--- src/rtl/sbuf_pkg.sv ---
package sbuf_pkg;

    typedef enum logic [1:0] {
        ST_IDLE  = 2'd0,
        ST_XFER  = 2'd1,
        ST_SPILL = 2'd2,
        ST_PAD   = 2'd3
    } sbuf_state_e;

    typedef struct packed {
        logic fill;
        logic wide;
        logic den;
    } sbuf_cfg_t;

endpackage

--- src/rtl/sbuf_geom.sv ---
module sbuf_geom #(
    parameter int BYTES_SD   = 128,
    parameter int WORDS12_SD = 64,
    parameter int CNT_W      = 9
) (
    input  logic             wide,
    input  logic             den,
    output logic [CNT_W-1:0] words,
    output logic [CNT_W-1:0] bytes
);
    localparam logic [CNT_W-1:0] BYTES_BASE = CNT_W'(BYTES_SD);
    localparam logic [CNT_W-1:0] WIDE_BASE  = CNT_W'(WORDS12_SD);

    always_comb begin
        bytes = BYTES_BASE << den;
        words = (wide ? WIDE_BASE : BYTES_BASE) << den;
    end
endmodule

--- src/rtl/sbuf_store.sv ---
module sbuf_store #(
    parameter int ADDR_W = 8
) (
    input  logic              clk,
    input  logic              rst_n,
    input  logic              a_we,
    input  logic [ADDR_W-1:0] a_addr,
    input  logic [7:0]        a_wdata,
    input  logic [ADDR_W-1:0] r0_addr,
    input  logic [ADDR_W-1:0] r1_addr,
    output logic [7:0]        r0_data,
    output logic [7:0]        r1_data,
    input  logic              b_we,
    input  logic [ADDR_W-1:0] b_addr,
    input  logic [7:0]        b_wdata,
    output logic [7:0]        b_rdata
);
    localparam int DEPTH = 1 << ADDR_W;

    logic [7:0] mem_q [DEPTH];
    logic [7:0] b_rdata_q;

    always_ff @(posedge clk) begin
        if (a_we) mem_q[a_addr] <= a_wdata;
        if (b_we) mem_q[b_addr] <= b_wdata;
        b_rdata_q <= mem_q[b_addr];
    end

    always_comb begin
        r0_data = mem_q[r0_addr];
        r1_data = mem_q[r1_addr];
        b_rdata = b_rdata_q;
    end

    AST_ONE_WRITER: assert property (@(posedge clk) disable iff (!rst_n)
        !(a_we && b_we));
endmodule

--- src/rtl/sbuf_seq.sv ---
module sbuf_seq
    import sbuf_pkg::*;
#(
    parameter int ADDR_W = 8,
    parameter int CNT_W  = 9
) (
    input  logic              clk,
    input  logic              rst_n,
    input  logic              start,
    input  logic              op_fill,
    input  logic              wide_mode,
    input  logic              dbl_den,
    input  logic              host_ack,
    input  logic [11:0]       host_wdata,
    output logic [11:0]       host_rdata,
    output logic              xfer_req,
    output logic              done,
    output logic              busy,
    input  logic [CNT_W-1:0]  words,
    input  logic [CNT_W-1:0]  bytes,
    output logic              cfg_wide,
    output logic              cfg_den,
    output logic              wr_en,
    output logic [ADDR_W-1:0] wr_addr,
    output logic [7:0]        wr_data,
    output logic [ADDR_W-1:0] rd_addr0,
    output logic [ADDR_W-1:0] rd_addr1,
    input  logic [7:0]        rd_data0,
    input  logic [7:0]        rd_data1
);
    typedef struct packed {
        sbuf_state_e       st;
        logic [ADDR_W-1:0] ptr;
        logic [CNT_W-1:0]  wcnt;
        logic              odd;
        logic [3:0]        nib;
        logic [7:0]        stash;
        sbuf_cfg_t         cfg;
        logic              done;
    } seq_t;

    localparam seq_t SEQ_RESET = '{st: ST_IDLE, ptr: '0, wcnt: '0, odd: 1'b0,
                                   nib: '0, stash: '0, cfg: '0, done: 1'b0};

    seq_t seq_d, seq_q;
    logic last_word;

    always_comb begin
        seq_d     = seq_q;
        wr_en     = 1'b0;
        wr_addr   = seq_q.ptr;
        wr_data   = '0;
        last_word = (seq_q.wcnt == words - CNT_W'(1));

        case (seq_q.st)
            ST_IDLE: begin
                if (start) begin
                    seq_d.st   = ST_XFER;
                    seq_d.ptr  = '0;
                    seq_d.wcnt = '0;
                    seq_d.odd  = 1'b0;
                    seq_d.cfg  = '{fill: op_fill, wide: wide_mode, den: dbl_den};
                    seq_d.done = 1'b0;
                end
            end
            ST_XFER: begin
                if (host_ack) begin
                    seq_d.wcnt = seq_q.wcnt + CNT_W'(1);
                    if (seq_q.cfg.fill) begin
                        wr_en = 1'b1;
                        if (!seq_q.cfg.wide) begin
                            wr_data   = host_wdata[7:0];
                            seq_d.ptr = seq_q.ptr + ADDR_W'(1);
                            if (last_word) begin
                                seq_d.st   = ST_IDLE;
                                seq_d.done = 1'b1;
                            end
                        end else if (!seq_q.odd) begin
                            wr_data   = host_wdata[11:4];
                            seq_d.nib = host_wdata[3:0];
                            seq_d.ptr = seq_q.ptr + ADDR_W'(1);
                            seq_d.odd = 1'b1;
                        end else begin
                            wr_data     = {seq_q.nib, host_wdata[11:8]};
                            seq_d.stash = host_wdata[7:0];
                            seq_d.st    = ST_SPILL;
                        end
                    end else begin
                        if (!seq_q.cfg.wide) begin
                            seq_d.ptr = seq_q.ptr + ADDR_W'(1);
                        end else if (!seq_q.odd) begin
                            seq_d.ptr = seq_q.ptr + ADDR_W'(1);
                            seq_d.odd = 1'b1;
                        end else begin
                            seq_d.ptr = seq_q.ptr + ADDR_W'(2);
                            seq_d.odd = 1'b0;
                        end
                        if (last_word) begin
                            seq_d.st   = ST_IDLE;
                            seq_d.done = 1'b1;
                        end
                    end
                end
            end
            ST_SPILL: begin
                wr_en     = 1'b1;
                wr_addr   = seq_q.ptr + ADDR_W'(1);
                wr_data   = seq_q.stash;
                seq_d.ptr = seq_q.ptr + ADDR_W'(2);
                seq_d.odd = 1'b0;
                seq_d.st  = (seq_q.wcnt == words) ? ST_PAD : ST_XFER;
            end
            ST_PAD: begin
                wr_en     = 1'b1;
                wr_data   = 8'h00;
                seq_d.ptr = seq_q.ptr + ADDR_W'(1);
                if ({1'b0, seq_q.ptr} == bytes - CNT_W'(1)) begin
                    seq_d.st   = ST_IDLE;
                    seq_d.done = 1'b1;
                end
            end
            default: seq_d = SEQ_RESET;
        endcase
    end

    always_ff @(posedge clk) begin
        if (!rst_n) seq_q <= SEQ_RESET;
        else        seq_q <= seq_d;
    end

    always_comb begin
        xfer_req = (seq_q.st == ST_XFER);
        busy     = (seq_q.st != ST_IDLE);
        done     = seq_q.done;
        cfg_wide = seq_q.cfg.wide;
        cfg_den  = seq_q.cfg.den;
        rd_addr0 = seq_q.ptr;
        rd_addr1 = seq_q.ptr + ADDR_W'(1);
        host_rdata = '0;
        if (xfer_req && !seq_q.cfg.fill) begin
            if (!seq_q.cfg.wide)  host_rdata = {4'h0, rd_data0};
            else if (!seq_q.odd)  host_rdata = {rd_data0, rd_data1[7:4]};
            else                  host_rdata = {rd_data0[3:0], rd_data1};
        end
    end

    AST_DONE_NO_REQ: assert property (@(posedge clk) disable iff (!rst_n)
        done |-> !xfer_req);
    AST_REQ_HELD: assert property (@(posedge clk) disable iff (!rst_n)
        (xfer_req && !host_ack) |=> xfer_req);
    AST_RDATA_HELD: assert property (@(posedge clk) disable iff (!rst_n)
        (xfer_req && !host_ack && !seq_q.cfg.fill) |=> $stable(host_rdata));
    AST_START_IGNORED: assert property (@(posedge clk) disable iff (!rst_n)
        (busy && start) |=> $stable(seq_q.cfg));
    AST_WCNT_BOUND: assert property (@(posedge clk) disable iff (!rst_n)
        busy |-> (seq_q.wcnt <= words));
    AST_PAD_WIDE_FILL: assert property (@(posedge clk) disable iff (!rst_n)
        (seq_q.st == ST_PAD) |-> (seq_q.cfg.wide && seq_q.cfg.fill));
endmodule

--- src/rtl/sbuf_packer.sv ---
module sbuf_packer #(
    parameter int BYTES_SD   = 128,
    parameter int WORDS12_SD = 64
) (
    input  logic        clk,
    input  logic        rst_n,
    input  logic        start,
    input  logic        op_fill,
    input  logic        wide_mode,
    input  logic        dbl_den,
    output logic        xfer_req,
    input  logic        host_ack,
    input  logic [11:0] host_wdata,
    output logic [11:0] host_rdata,
    output logic        done,
    output logic        busy,
    input  logic [7:0]  med_addr,
    input  logic        med_we,
    input  logic [7:0]  med_wdata,
    output logic [7:0]  med_rdata
);
    localparam int BUF_BYTES = 2 * BYTES_SD;
    localparam int ADDR_W    = $clog2(BUF_BYTES);
    localparam int CNT_W     = ADDR_W + 1;

    logic [CNT_W-1:0]  words, bytes;
    logic              cfg_wide, cfg_den;
    logic              wr_en;
    logic [ADDR_W-1:0] wr_addr, rd_addr0, rd_addr1;
    logic [7:0]        wr_data, rd_data0, rd_data1;
    logic              med_we_ok;

    assign med_we_ok = med_we && !busy;

    sbuf_geom #(.BYTES_SD(BYTES_SD), .WORDS12_SD(WORDS12_SD), .CNT_W(CNT_W)) u_geom (
        .wide  (cfg_wide),
        .den   (cfg_den),
        .words (words),
        .bytes (bytes)
    );

    sbuf_seq #(.ADDR_W(ADDR_W), .CNT_W(CNT_W)) u_seq (
        .clk        (clk),
        .rst_n      (rst_n),
        .start      (start),
        .op_fill    (op_fill),
        .wide_mode  (wide_mode),
        .dbl_den    (dbl_den),
        .host_ack   (host_ack),
        .host_wdata (host_wdata),
        .host_rdata (host_rdata),
        .xfer_req   (xfer_req),
        .done       (done),
        .busy       (busy),
        .words      (words),
        .bytes      (bytes),
        .cfg_wide   (cfg_wide),
        .cfg_den    (cfg_den),
        .wr_en      (wr_en),
        .wr_addr    (wr_addr),
        .wr_data    (wr_data),
        .rd_addr0   (rd_addr0),
        .rd_addr1   (rd_addr1),
        .rd_data0   (rd_data0),
        .rd_data1   (rd_data1)
    );

    sbuf_store #(.ADDR_W(ADDR_W)) u_store (
        .clk     (clk),
        .rst_n   (rst_n),
        .a_we    (wr_en),
        .a_addr  (wr_addr),
        .a_wdata (wr_data),
        .r0_addr (rd_addr0),
        .r1_addr (rd_addr1),
        .r0_data (rd_data0),
        .r1_data (rd_data1),
        .b_we    (med_we_ok),
        .b_addr  (med_addr[ADDR_W-1:0]),
        .b_wdata (med_wdata),
        .b_rdata (med_rdata)
    );
endmodule

--- config.mk ---
export PLATFORM = sky130hd
export DESIGN_NAME = sbuf_packer
export DESIGN_NICKNAME = d
export VERILOG_FILES = /design/src/rtl/sbuf_pkg.sv /design/src/rtl/sbuf_geom.sv /design/src/rtl/sbuf_store.sv /design/src/rtl/sbuf_seq.sv /design/src/rtl/sbuf_packer.sv
export SDC_FILE = /design/constraint.sdc
export NUM_CORES = 2
export LEC_CHECK = 0
export CORE_ASPECT_RATIO = 1.75
export CORE_MARGIN = 10
export CORE_UTILIZATION = 40
export CTS_CLUSTER_SIZE = 40
export DETAILED_ROUTE_END_ITERATION = 10
export PLACE_DENSITY = 0.62
export REMOVE_ABC_BUFFERS = 1
export SETUP_SLACK_MARGIN = 0.15
export SLEW_MARGIN = 30
export SYNTH_ARGS = -nofsm -noshare
export SYNTH_HDL_FRONTEND = slang
export SYNTH_SLANG_ARGS = --single-unit
--- constraint.sdc ---
create_clock -name clk -period 24.3 [get_ports clk]
set_input_delay 4.86 -clock clk [delete_from_list [all_inputs] [get_ports clk]]
set_output_delay 4.86 -clock clk [all_outputs]
set_load 0.02 [all_outputs]
* Yosys cells after proc, flatten, opt, wreduce, memory -nomap -nowiden
Memory sizes are Yosys's and may differ from the RTL's. A register that Yosys moved wholly into a read port is not among the register bits. Cells that the tools add are included.
Storage, ports and cells: register bits after elaboration 36, bits in writable memories 2048, input port bits 36, word-level logic and storage cells 101, memories 1
Operators by class: add/subtract/negate cells 5, equal/unequal tests 13, shifts and indexed selects 2, multiplexer cells 50, bitwise gates (word level) 1, reduce and logical (&&, ||, !) cells 19
Memories:
- u_store.mem_q | depth 256, bits a word 8, rd ports 3, clocked after Yosys merged registers in 2, write ports 1, line sbuf_store.sv:20 | logic [7:0] mem_q [DEPTH];
Operators with widths (count):
- 8-bit 2-to-1 mux | 14
- 12-bit 2-to-1 mux | 4
- 10-bit one-hot mux with 4 select lines | 1
- 32-bit 2-to-1 mux | 1
- 10-bit 2-to-1 mux | 2
- 20-bit 2-to-1 mux | 1
- 9-bit == test | 2
- 9-bit one-hot mux with 2 select lines | 1
- 9-bit by 1-bit subtractor with 9-bit output (second input constant) | 2
- 1-bit 2-to-1 mux | 16
- 8-bit one-hot mux with 2 select lines | 1
- 5-bit AND reduction | 3
- 13-bit 2-to-1 mux | 1
- 9-bit by 1-bit adder with 9-bit output (second input constant) | 1
- 8-bit by 9-bit == test with 1-bit output | 1
- 8-bit by 1-bit << shifter with 9-bit output | 1
- 8-bit by 1-bit << shifter with 9-bit output (first input constant) | 1
- 8-bit by 1-bit adder with 8-bit output (second input constant) | 1
- 8-bit by 2-bit adder with 8-bit output (second input constant) | 1
- 2-bit 2-to-1 mux | 4
- 4-bit AND reduction | 2
- 8-bit OR reduction | 1
- 2-bit by 1-bit inequality test with 1-bit output (second input constant) | 3
- 1-bit one-hot mux with 3 select lines | 2
- 17 further kinds | 23

* Depth between registers and ports, before layout
depth in word-level cells 11, mapped depth 15, depth with buffers taken out 10

* Modules after synthesis
From an unflattened synthesis, not the netlist that was laid out.
Unflattened totals: cell total of the unflattened synthesis 9876, area total of the unflattened synthesis 143562.7 sq um
By module, submodules not included:
- sbuf_store | instances 1, cells an instance 9424, area an instance 140085.6 sq um, sequential area each 61659.1 sq um
- sbuf_seq | instances 1, cells an instance 432, area an instance 3321.9 sq um, sequential area each 720.7 sq um
- sbuf_geom | instances 1, cells an instance 19, area an instance 141.4 sq um, sequential area each 0.0 sq um
- sbuf_packer | instances 1, cells an instance 1, area an instance 13.8 sq um, sequential area each 0.0 sq um

* Worst setup path after synthesis
No wires, ideal clock.
path type input-to-reg, from in med_we, to mem u_store.mem_q[0][7] (data pin), library setup time 2.187 ns, arrival time 15.383 ns, required time 22.113 ns, setup slack 6.730 ns, stages 4, cells stage by stage nand2_1 > buf_1 > nand2_1 > o21ai_0
On the way: word-level cells in the longest chain between the ends 5
RTL lines:
- from (decl) | line sbuf_packer.sv:18 | input logic med_we,
- 1-bit logical AND | line sbuf_packer.sv:33 | assign med_we_ok = med_we && !busy;
- 1-bit 2-to-1 mux | line sbuf_store.sv:25 | if (b_we) mem_q[b_addr] <= b_wdata;
- 1-bit 2-to-1 mux (implied by the code) | line sbuf_store.sv:25
- 8-bit OR reduction (no source line)
- 8-bit 2-to-1 mux (no source line)
- to (decl) | line sbuf_store.sv:20
Every way passes these cells.

* Worst setup path after layout
from reg u_seq.seq_q, in the netlist u_seq.rd_addr0[0], to out host_rdata[5]
On the way: word-level cells in the longest chain between the ends 5
RTL lines:
- from (decl) | line sbuf_seq.sv:45 | seq_t seq_d, seq_q;
- from (signal assigned) | line sbuf_seq.sv:128 | else seq_q <= seq_d;
- 8-bit by 1-bit adder with 8-bit output | line sbuf_seq.sv:138 | rd_addr1 = seq_q.ptr + ADDR_W'(1);
- memory read 256 x 8 bit
- 12-bit 2-to-1 mux | line sbuf_seq.sv:142 | else if (!seq_q.odd) host_rdata = {rd_data0, rd_data1[7:4]};
- 12-bit 2-to-1 mux | line sbuf_seq.sv:141 | if (!seq_q.cfg.wide) host_rdata = {4'h0, rd_data0};
- 12-bit 2-to-1 mux | line sbuf_seq.sv:140 | if (xfer_req && !seq_q.cfg.fill) begin
- to (decl) | line sbuf_packer.sv:14 | output logic [11:0] host_rdata,
Every way passes these cells.

==> results.cfg <==
[placed_design]
portBuffers = 58
gp_congestion = 1.026
hpwl_um = 366100
pre_cts_slack_ns = 12.87

[logic_synthesis]
synth_enable_flop_cells = 2048
synth_cell_types = 69
ys_ff_latch = 2100
synth.avg_cell_area_um2 = 16.49
yosysTopAreaCell = edfxtp_1
synth_ff_type = edfxtp_1
synth_top_area_share_pct = 53.15
synth_warnings = 0
synth_area_mm2 = 0.1157
yosysSeqAreaShare_pct = 54.05
synth.area.top_cells = edfxtp_1 53%, mux4_2 29%, mux2i_1 3.3%
ys_async_sr_fraction_pct = 0
syn_inst = 7018

[power]
p_per_area_mw_per_mm2 = 62.05
ir_worst_vdd_mv = 0.06653
leakagePower_nw = 38.65
total_power_mw = 7.994

[global_routing]
grt_pass1_vias = 79280
grt_antenna_before_repair = 76
overflow = 0
grt_pass1_wl_um = 724400
grt_max_degree = 185
grt_usage_pct = 34.29

[worst_hold_path]
hp-class = reg -> reg
holdCritStartpoint = u_seq.seq_q[10]

[timing]
setup-violations-final = 0
grt_setup_unrepaired = false
tightest_slew_ns = 1.317
hold_viol = 0
skew_ns = 0.1114
slew_headroom_pct = 10.94
fin_crit_sh_pct = 52.79
whs_ns = 0.4666
period_needed_ns = 12.83
fmaxAchievable_mhz = 77.96
setup_ws_ns = 11.47
slew_viol_final = 0

[worst_setup_path]
crit_arrival_ns = 7.97
critPathKind = reg -> out
max_stage_delay_ns = 0.90
critPathLaunchType = register
regToRegStartpoint = u_seq.rd_addr0[2]
cp_max_fo = 125
end_kind = primary output
crit_required_ns = 19.44
path_cells = ha_4, xor2_4, buf_12, buf_4, buf_4, mux2i_1, o31ai_1, a41oi_1, a2111oi_0, a311oi_2, a211oi_1, mux2i_1, a21oi_1, clkdlybuf4s50_1
critical-path-top-delay-family = compound AO/OA/AOI/OAI gates
worst-path-buf-inv = 4
cp_slowest_cell = a2111oi_0
cp-startpoint = u_seq.rd_addr0[0]

[cts]
htree_levels = 4
path_clk_slew_ns = 0.07
cts.sinks = 2100
cts_resized = 0
cts_buffers = 202
cts_setup_buffers = 0
cts_root_buffer = clkbuf_16
cts_hold_buf = 0
clk_latency_ns = 1.01
clockBufferDepth = 4
cts_tree = yes

[final_layout]
final_cell_mix = 2048 x edfxtp_1, 1491 x mux4_2, 765 x nand2_1
layout-area-overhead-vs-synth_pct = 11.34
nFillCells = 24850
final_common_cell = edfxtp_1
drive_above_1_share_pct = 33.82
nNetsFinal = 7068
post-route-util_pct = 44.68

[die]
core-area_mm2 = 0.2884
die-area_mm2 = 0.3120
core.rowCount = 261
num_io_pins = 59
start_util_pct = 40.13
die_width_um = 426.6
chipHeight_um = 731.5

[detailed_routing]
drt-total-wl_um = 543700
antenna_left = 0
first_iter_violations = 13630
drc = 0
wire_per_inst_um = 48.93
first_pass_iters = 10
vias = 81850
viasPerCell = 7.366

[outcome]
status = finished clean

[flow_run]
maxCapViolations = 0
[cells in the mapped netlist (all sizes together) (29+ instances only)]
library cell and count:
a22oi 45, nand2 780, nor2 412, o21ai 82
edfxtp 2048, a21oi 110, o221ai 62, a31oi 86
nand4 38, mux2i 378, nor3 34, dfxtp 52
o22ai 67, nor2b 29, buf 347, nand3 201
clkbuf 282, a32oi 97, a211oi 50, mux4 1491
[report_power, final]
part           internal [mW]  total (mW)  switching [mW]
combinational          0.226       0.698           0.472
sequential              4.02        4.03          0.0171
clock                   1.77        3.26            1.50
total                   6.01        7.99            1.99
[sequential cells by signal (all words and copies together) (netlist names), named ones only]
name and count:
u_store.mem_q 2048, u_seq.seq_q 25, u_seq.rd_addr0 8, u_store.b_rdata 8, u_seq.cfg_den 1, u_seq.cfg_wide 1, u_seq.done 1
[worst paths after layout]
kind | cells past startpoint | endpoint | slack, ns
setup / recovery | 14 | host_rdata[5] | 11.47
hold / removal | 2 | u_seq.seq_q[10] | 0.47
setup reg to reg | 9 | u_store.mem_q[105][2] | 18.72
hold reg to reg | 2 | u_seq.seq_q[10] | 0.47
[cell families after synthesis]
group                    share of synthesized area, %
AO/OA/AOI/OAI                                   4.708
buffers and inverters                           2.729
XOR/XNOR                                       0.2260
flip-flops                                      54.05
adder cells (fa/ha/maj)                        0.1298
multiplexers                                    32.41
AND/OR/NAND/NOR                                 5.752
[worst min-delay path, stage by stage (launching register included)]
cell      delay [ns]
dfxtp_1         0.31
nand2_1         0.04
a21boi_0        0.07
[area by class of cell]
| type | count | area, µm² | area share [%] |
|---|---|---|---|
| multi-input combinational | 4272 | 51010 | 39.59 |
| clock inverter | 132 | 1265 | 0.9818 |
| clock buffer | 234 | 5218 | 4.050 |
| antenna | 117 | 292.8 | 0.2273 |
| timing repair buffer | 427 | 3651 | 2.834 |
| tap | 3813 | 4771 | 3.703 |
| sequential | 2100 | 62560 | 48.56 |
| inverter | 17 | 70.07 | 0.05438 |
[per-stage QoR]
step | instance area [µm²] | cells | TNS (ns)
2_1_floorplan | 112600 | 6389 | -150.63
3_3_place_gp | 121200 | 10610 | 0
3_5_place_dp | 121700 | 10620 | 0
4_1_cts | 128200 | 10980 | 0
5_1_grt | 128700 | 11080 | 0
6_report | 128800 | 11110 | 0
[per-layer routing]
metal  wire [µm]  global-route usage [%]  up-vias
met4       76740                   36.58       22
met5         186                  0.6326        -
met1      155300                   35.03    42620
met3       57420                   9.775     2187
met2      254100                   53.86     7305
li1            -                       -    29710
Power figures use the tool's default switching activity.
